### src/rtl/it_seq_pkg.sv
package it_seq_pkg;
  typedef logic [3:0] cond_t;

  typedef struct packed {
    logic n;
    logic z;
    logic c;
    logic v;
  } flags_t;

  localparam cond_t COND_IDLE = 4'hE;
endpackage

### src/rtl/it_cond_eval.sv
module it_cond_eval
  import it_seq_pkg::*;
(
  input  cond_t  cond_i,
  input  flags_t flags_i,
  output logic   pass_o
);
  logic raw;

  // Even codes give the base test; an odd code inverts it, except code 15.
  always_comb begin
    unique case (cond_i[3:1])
      3'd0: raw = flags_i.z;
      3'd1: raw = flags_i.c;
      3'd2: raw = flags_i.n;
      3'd3: raw = flags_i.v;
      3'd4: raw = flags_i.c & ~flags_i.z;
      3'd5: raw = (flags_i.n == flags_i.v);
      3'd6: raw = ~flags_i.z & (flags_i.n == flags_i.v);
      default: raw = 1'b1;
    endcase
  end

  assign pass_o = (cond_i[3:1] == 3'd7) ? 1'b1 : (raw ^ cond_i[0]);
endmodule

### src/rtl/it_slot_seq.sv
module it_slot_seq
  import it_seq_pkg::*;
#(
  parameter int MAX_SLOTS = 4,
  localparam int LEN_W = (MAX_SLOTS > 1) ? $clog2(MAX_SLOTS) : 1,
  localparam int PAT_W = (MAX_SLOTS > 1) ? MAX_SLOTS - 1 : 1
) (
  input  logic             clk,
  input  logic             rst_n,
  input  logic             start_i,
  input  cond_t            base_i,
  input  logic [LEN_W-1:0] len_m1_i,
  input  logic [PAT_W-1:0] mask_i,
  input  logic             issue_i,
  input  logic             flush_i,
  output logic             active_o,
  output cond_t            cond_o,
  output logic             err_o
);
  logic                 active_q;
  logic [LEN_W-1:0]     left_q;
  logic [2:0]           hi_q;
  logic [MAX_SLOTS-1:0] lsb_q;
  logic [MAX_SLOTS-1:0] lsb_load;
  logic                 err_q;

  // Bit 0 of each slot's code: the first slot keeps the base; later ones follow their letter.
  assign lsb_load[0] = base_i[0];
  for (genvar k = 1; k < MAX_SLOTS; k++) begin : g_slot
    assign lsb_load[k] = base_i[0] ^ ~mask_i[k-1];
  end

  always_ff @(posedge clk or negedge rst_n) begin
    if (!rst_n) begin
      active_q <= 1'b0;
      left_q   <= '0;
      hi_q     <= '0;
      lsb_q    <= '0;
      err_q    <= 1'b0;
    end else begin
      err_q <= start_i & active_q;
      if (flush_i) begin
        active_q <= 1'b0;
      end else if (active_q) begin
        if (issue_i) begin
          lsb_q <= lsb_q >> 1;
          if (left_q == '0) active_q <= 1'b0;
          else              left_q   <= left_q - 1'b1;
        end
      end else if (start_i) begin
        active_q <= 1'b1;
        left_q   <= len_m1_i;
        hi_q     <= base_i[3:1];
        lsb_q    <= lsb_load;
      end
    end
  end

  assign active_o = active_q;
  assign cond_o   = active_q ? {hi_q, lsb_q[0]} : COND_IDLE;
  assign err_o    = err_q;
endmodule

### src/rtl/it_block_seq.sv
module it_block_seq
  import it_seq_pkg::*;
#(
  parameter int MAX_SLOTS = 4,
  localparam int LEN_W = (MAX_SLOTS > 1) ? $clog2(MAX_SLOTS) : 1,
  localparam int PAT_W = (MAX_SLOTS > 1) ? MAX_SLOTS - 1 : 1
) (
  input  logic             clk,
  input  logic             rst_n,
  input  logic             it_start_i,
  input  logic [3:0]       it_cond_i,
  input  logic [LEN_W-1:0] it_len_m1_i,
  input  logic [PAT_W-1:0] it_mask_i,
  input  logic             issue_i,
  input  logic             flush_i,
  input  logic [3:0]       flags_i,
  output logic             in_block_o,
  output logic [3:0]       slot_cond_o,
  output logic             exec_o,
  output logic             nest_err_o
);
  cond_t cur_cond;
  logic  active;
  logic  pass;

  it_slot_seq #(.MAX_SLOTS(MAX_SLOTS)) u_seq (
    .clk      (clk),
    .rst_n    (rst_n),
    .start_i  (it_start_i),
    .base_i   (it_cond_i),
    .len_m1_i (it_len_m1_i),
    .mask_i   (it_mask_i),
    .issue_i  (issue_i),
    .flush_i  (flush_i),
    .active_o (active),
    .cond_o   (cur_cond),
    .err_o    (nest_err_o)
  );

  it_cond_eval u_eval (
    .cond_i  (cur_cond),
    .flags_i (flags_t'(flags_i)),
    .pass_o  (pass)
  );

  assign in_block_o  = active;
  assign slot_cond_o = cur_cond;
  assign exec_o      = active ? pass : 1'b1;
endmodule

### config.mk
export PLATFORM = sky130hd
export DESIGN_NAME = it_block_seq
export DESIGN_NICKNAME = d
export VERILOG_FILES = /design/src/rtl/it_seq_pkg.sv /design/src/rtl/it_cond_eval.sv /design/src/rtl/it_slot_seq.sv /design/src/rtl/it_block_seq.sv
export SDC_FILE = /design/constraint.sdc
export NUM_CORES = 1
export LEC_CHECK = 0
export BUFFER_PORTS_ARGS = -buffer_cell sky130_fd_sc_hd__buf_2
export CORE_UTILIZATION = 47
export DETAILED_ROUTE_END_ITERATION = 16
export GPL_ROUTABILITY_DRIVEN = 0
export PLACE_DENSITY = 0.78
export REMOVE_ABC_BUFFERS = 1
export SETUP_SLACK_MARGIN = 0.02
export SYNTH_ARGS = -nofsm -noshare
export SYNTH_HDL_FRONTEND = slang
export SYNTH_SLANG_ARGS = --single-unit
### constraint.sdc
create_clock -name clk -period 1.4 [get_ports clk]
set_input_delay 0.14 -clock clk [delete_from_list [all_inputs] [get_ports clk]]
set_output_delay 0.14 -clock clk [all_outputs]
set_load 0.01 [all_outputs]
==> Yosys cells after proc, flatten, opt, wreduce, memory -nomap -nowiden <==
Index checks and enable logic that the tools add are counted.
{ "classes": {"add_sub_neg": 1, "eq_ne": 10, "mux": 16, "bitwise": 13, "reduce_logical": 6} }
{ "op_table": {"columns": ["cell", "n"], "rows": [
  ["4-bit 2-to-1 mux", 4],
  ["3-bit == test, second input constant", 4],
  ["2-bit 2-to-1 mux", 4],
  ["1-bit 2-to-1 mux", 7],
  ["1-bit case mux with 7 select lines", 1],
  ["3-bit by 2-bit == test with 1-bit output, second input constant", 2],
  ["1-bit NOT", 6],
  ["3-bit AND reduction", 2],
  ["2-bit inequality test, second input constant", 2],
  ["4-bit AND reduction", 1],
  ["1-bit bitwise XOR", 4],
  ["1-bit bitwise AND", 3],
  ["3-bit by 1-bit == test with 1-bit output, second input constant", 1],
  ["3-bit logical NOT", 1],
  ["2-bit logical NOT", 1],
  ["2-bit nonzero test", 1],
  ["2-bit by 1-bit subtractor with 2-bit output, second input constant", 1],
  ["1-bit == test", 1]
]} }
{ "totals": {"ff_bits": 11, "input_bits": 18, "out_inout_bits": 7, "elab_cells": 51} }

==> Logic depth before layout (Yosys ltp) <==
{ "depth": {"word_depth": 6, "depth_mapped": 6, "ltp_nobuf": 5} }

==> Cells and area by module <==
From an unflattened synthesis, not the netlist that was laid out.
{ "hier_totals": {"cells_unflattened": 72, "area_unflattened_um2": 772.0} }
{ "by_module_without_submodules": {"columns": ["mod", "n_inst", "cells_each", "area_per_inst_um2", "seq_area_each_um2"], "rows": [
  ["it_slot_seq", 1, 51, 624.3, 275.3],
  ["it_cond_eval", 1, 20, 141.4, 0.0],
  ["it_block_seq", 1, 1, 6.3, 0.0]
]} }

==> Least setup slack after synthesis <==
Ideal clock, no wire load.
{ "synth_path": {"kind": "flip-flop to output port", "startpoint": "register u_seq.hi_q[1]", "endpoint": "output exec_o", "arrival_time_ps": 1352, "required_time_ps": 1260, "setup_slack_ps": -92, "stages_incl_launch_ff": 5, "path_buffers": 0, "path_cell_list": "dfrtp_1 > nand2b_1 > o31ai_1 > o221a_2 > mux2i_1"} }
{ "synth_between": {"elab_chain_len": 6, "word_cells_on_any_way": 13, "cone_classes": "eq/ne: 7; mux: 4; bitwise: 1; reduce/logical: 1"} }
{ "synth_lines": {"columns": ["item", "line_no", "text"], "rows": [
  ["start: declaration", "it_slot_seq.sv:22", "logic [2:0] hi_q;"],
  ["start signal: assignment", "it_slot_seq.sv:53", "hi_q <= base_i[3:1];"],
  ["4-bit 2-to-1 mux (*)", "it_slot_seq.sv:60", "assign cond_o = active_q ? {hi_q, lsb_q[0]} : COND_IDLE;"],
  ["net slot_cond_o[2]", "it_block_seq.sv:18", "output logic [3:0] slot_cond_o,"],
  ["3-bit == test, or another cell as far along", "it_cond_eval.sv:12", "unique case (cond_i[3:1])"],
  ["1-bit case mux with 7 select lines", "it_cond_eval.sv:12", null],
  ["1-bit bitwise XOR", "it_cond_eval.sv:24", "assign pass_o = (cond_i[3:1] == 3'd7) ? 1'b1 : (raw ^ cond_i[0]);"],
  ["1-bit 2-to-1 mux (*)", "it_cond_eval.sv:24", null],
  ["1-bit 2-to-1 mux (*)", "it_block_seq.sv:48", "assign exec_o = active ? pass : 1'b1;"],
  ["end: declaration", "it_block_seq.sv:19", "output logic exec_o,"]
]} }
Mark *: on every way through the listed nets, which the timed path passes. The rest lies on a longest branch.

==> Final worst setup path <==
{ "layout_path": {"startpoint": "register u_seq.hi_q[1]", "endpoint": "output exec_o"} }
{ "layout_between": {"elab_chain_len": 6, "word_cells_on_any_way": 13, "cone_classes": "eq/ne: 7; mux: 4; bitwise: 1; reduce/logical: 1"} }
{ "layout_lines": {"columns": ["item", "line_no"], "rows": [
  ["4-bit 2-to-1 mux (*)", "it_slot_seq.sv:60"],
  ["3-bit == test, or another cell as far along", "it_cond_eval.sv:12"],
  ["1-bit case mux with 7 select lines", "it_cond_eval.sv:12"],
  ["1-bit bitwise XOR", "it_cond_eval.sv:24"],
  ["1-bit 2-to-1 mux (*)", "it_cond_eval.sv:24"],
  ["1-bit 2-to-1 mux (*)", "it_block_seq.sv:48"]
]} }
Every way passes the cells marked *; elsewhere a longest branch is shown, timed or not.

==> results.py <==
metrics = {
    "status": {
        "outcome": "complete, but fails checks",
        "violations": "negative setup slack",
    },
    "synthesis": {
        "netlist_area_um2": 704.4,
        "ys.warnings.count": 0,
        "synth_area_leaders": "dfrtp_1 39%, mux2i_1 5.7%, a21oi_1 5.0%",
        "ys_types": 30,
        "yosys.area.top_type": "dfrtp_1",
        "postSynthAreaPerCell_um2": 9.269,
        "async_flop_share_pct": 100.0,
        "yosysSeqAreaShare_pct": 39.08,
        "synthFlopType": "dfrtp_1",
        "synth_cells": 76,
        "netlist.area_leader.share_pct": 39.08,
        "ys_seq_elements": 11,
        "synth_edf_count": 0,
    },
    "final_layout": {
        "final_nets": 135,
        "antenna_cells": 0,
        "layout_commonest_cell": "buf_2",
        "nFillCells": 83,
        "drive_gt1_share_pct": 55.65,
        "instances_no_fill": 130,
        "areaGrowthSynthToFinish_pct": 52.58,
        "regArea_um2": 279.0,
        "layout_common_cells": "24 x buf_2, 9 x buf_4, 8 x dfrtp_1",
        "final_area_um2": 1075,
        "multi_input_area_um2": 485.5,
    },
    "hold_path": {
        "hp-start": "it_cond_i[3]",
        "holdPathStages": 3,
        "hold_end": "u_seq.hi_q[2]$_DFFE_PN0P_",
        "hold_class": "input port to flip-flop",
    },
    "power_and_ir_drop": {
        "p_switching_uw": 384.2,
        "clockPowerShare_pct": 18.2,
        "intPower_uw": 757.4,
        "leakage_nw": 0.4956,
        "combPwrFrac_pct": 41.8,
        "report.power.total_mw": 1.142,
        "powerDensity_nw_per_um2": 1062,
        "netSwitchingFraction_pct": 33.65,
        "ir_drop_uv": 835.5,
        "seqPwrFrac_pct": 39.9,
    },
    "routing": {
        "via_count": 699,
        "ant_nets": 0,
        "drc": 0,
        "drt-initial-drc-count": 17,
        "routedWlPerCell_um": 13.14,
        "wl_um": 1708,
        "drt_pass1_iterations": 4,
        "routed_via_density": 5.377,
    },
    "place": {
        "dp_hpwl_um": 1187,
        "dp_cells": 120,
        "place_area_um2": 879.6,
        "portBuffers": 24,
    },
    "run": {
        "drv_cap": 0,
    },
    "cts": {
        "clkLatencyLatePin_ns": 0.26,
        "htreeDepth": 1,
        "cts_buffer_depth": 2,
        "clock_sinks": 11,
        "clock-root-buffer": "clkbuf_4",
        "cts-buffers-inserted": 3,
        "cts_tree": "done",
        "cts.clk_slew.worst_paths_ns": 0.07,
    },
    "worst_setup_path": {
        "rr_worst_depth": 4,
        "rrSetupSlack_ns": -0.04,
        "crit_required_ns": 1.26,
        "cp.arrival_ns": 1.70,
        "crit_type": "flip-flop to output pin",
        "r2r_start": "u_seq.active_o$_DFF_PN0_",
        "r2r-end": "u_seq.lsb_q[3]$_DFFE_PN0P_",
        "end_kind": "output pin",
        "crit_fanout": 7,
        "worst_setup_path_start_kind": "flip-flop",
    },
    "sta": {
        "period_share_pct": 131.4,
        "setup_viol": 4,
        "worstMarginPinSlew_ns": 0.2615,
        "relSlewSlack_pct": 82.29,
        "fmax_mhz": 543.4,
        "fin_ws_ns": -0.4401,
        "rsz0062_at_grt": "yes",
        "hold_violations": 0,
        "drv_slew": 0,
        "finalClockSkew_ns": 0.002123,
        "finalHoldWorstSlack_ns": 0.08373,
        "fin_crit_ns": 1.840,
    },
    "global_route": {
        "grt_antenna_before_repair": 0,
        "grt_pass1_wl_um": 2456,
        "gr-total-overflow": 0,
        "grt_usage_pct": 23.23,
        "grt_max_degree": 12,
        "grt_pass1_vias": 612,
    },
    "floorplanning": {
        "die_h_um": 40.72,
        "initial_core_util_pct": 52.18,
        "core_area_um2": 1350,
        "die_w_um": 40.72,
        "io_pins": 25,
        "rows": 13,
        "fp.dieArea_um2": 1658,
    },
}
## Yosys cell counts (3+ instances only)
| master | n |
|---|---|
| a21oi_1 | 7 |
| nand2b_1 | 3 |
| inv_1 | 5 |
| mux2i_1 | 4 |
| o21ai_0 | 3 |
| nand2_1 | 3 |
| nor2_1 | 9 |
| nor2b_1 | 4 |
| xor2_1 | 4 |
| dfrtp_1 | 11 |
## sequential cells by signal, summed over array words and instances (netlist names)
signal          count
u_seq.hi_q          3
u_seq.lsb_q         4
u_seq.active_o      1
u_seq.left_q        2
u_seq.err_o         1
## kinds of logic after synthesis
group / synth area share [%]
buf+inv: 6.039
mux: 8.881
flops: 39.08
fa+ha+maj: 1.776
compound gates: 16.52
simple gates: 22.73
xor+xnor: 4.973
## critical path: stages (launching register included)
cell and delay (ns):
dfrtp_2 0.44, nor2b_4 0.13, o311ai_1 0.29, o221a_2 0.25
mux2i_1 0.18, buf_2 0.15
## power by group through the flow
| stage | clock network (mW) | logic [mW] | registers [mW] |
|---|---|---|---|
| final | 0.208 | 0.478 | 0.456 |
| after global routing | 0.242 | 0.534 | 0.464 |
| after CTS | 0.221 | 0.392 | 0.436 |
| after detailed placement | 0 | 0.360 | 0.439 |
| after global placement | 0 | 0.340 | 0.434 |
| after floorplan | 0 | 0.211 | 0.438 |
## final cells by class
type	instances	area share, %
sequential	11	25.96
timing repair buffer	38	22.93
multi-input combinational	57	45.17
inverter	5	1.746
tap	15	1.746
clock buffer	4	2.445
## stage by stage
stage,setup WS (ns),utilization (%),setup TNS [ns]
detailed placement,-0.1247,65.15,-0.2442
CTS,-0.4089,71.18,-0.4338
floorplan,-0.4096,-,-0.8994
global placement,-0.07664,65.15,-0.1162
finish,-0.4401,79.61,-0.4864
global route,-0.5951,79.61,-0.9985
## how the worst max path moves through the flow
stage                              startpoint  endpoint  slack (ns)  cells past startpoint
global placement    u_seq.hi_q[1]$_DFFE_PN0P_    exec_o       -0.08                      5
finish              u_seq.hi_q[1]$_DFFE_PN0P_    exec_o       -0.44                      5
CTS                 u_seq.hi_q[1]$_DFFE_PN0P_    exec_o       -0.41                      5
detailed placement  u_seq.hi_q[1]$_DFFE_PN0P_    exec_o       -0.12                      5
global route        u_seq.hi_q[1]$_DFFE_PN0P_    exec_o       -0.60                      5
floorplan            u_seq.active_o$_DFF_PN0_    exec_o       -0.41                      4
## routing by layer
metal / global-route usage, % / wire (um) / vias to the layer above
met3: 4.891 / 59 / 2
li1: - / - / 345
met4: 12.50 / 18 / 0
met5: 0 / 0 / -
met2: 41.27 / 950 / 18
met1: 25.50 / 680 / 334
## repair_timing
action | 4_1_cts | 5_1_grt
hold endpoints to repair | 11 | 0
endpoints found under the setup margin | 7 | 9
hold buffers | 1 | 0
setup buffers | 2 | 4
cloned | 0 | 0
resized for setup | 7 | 24
pin swaps | 1 | 6
Power figures use the tool's default switching activity.
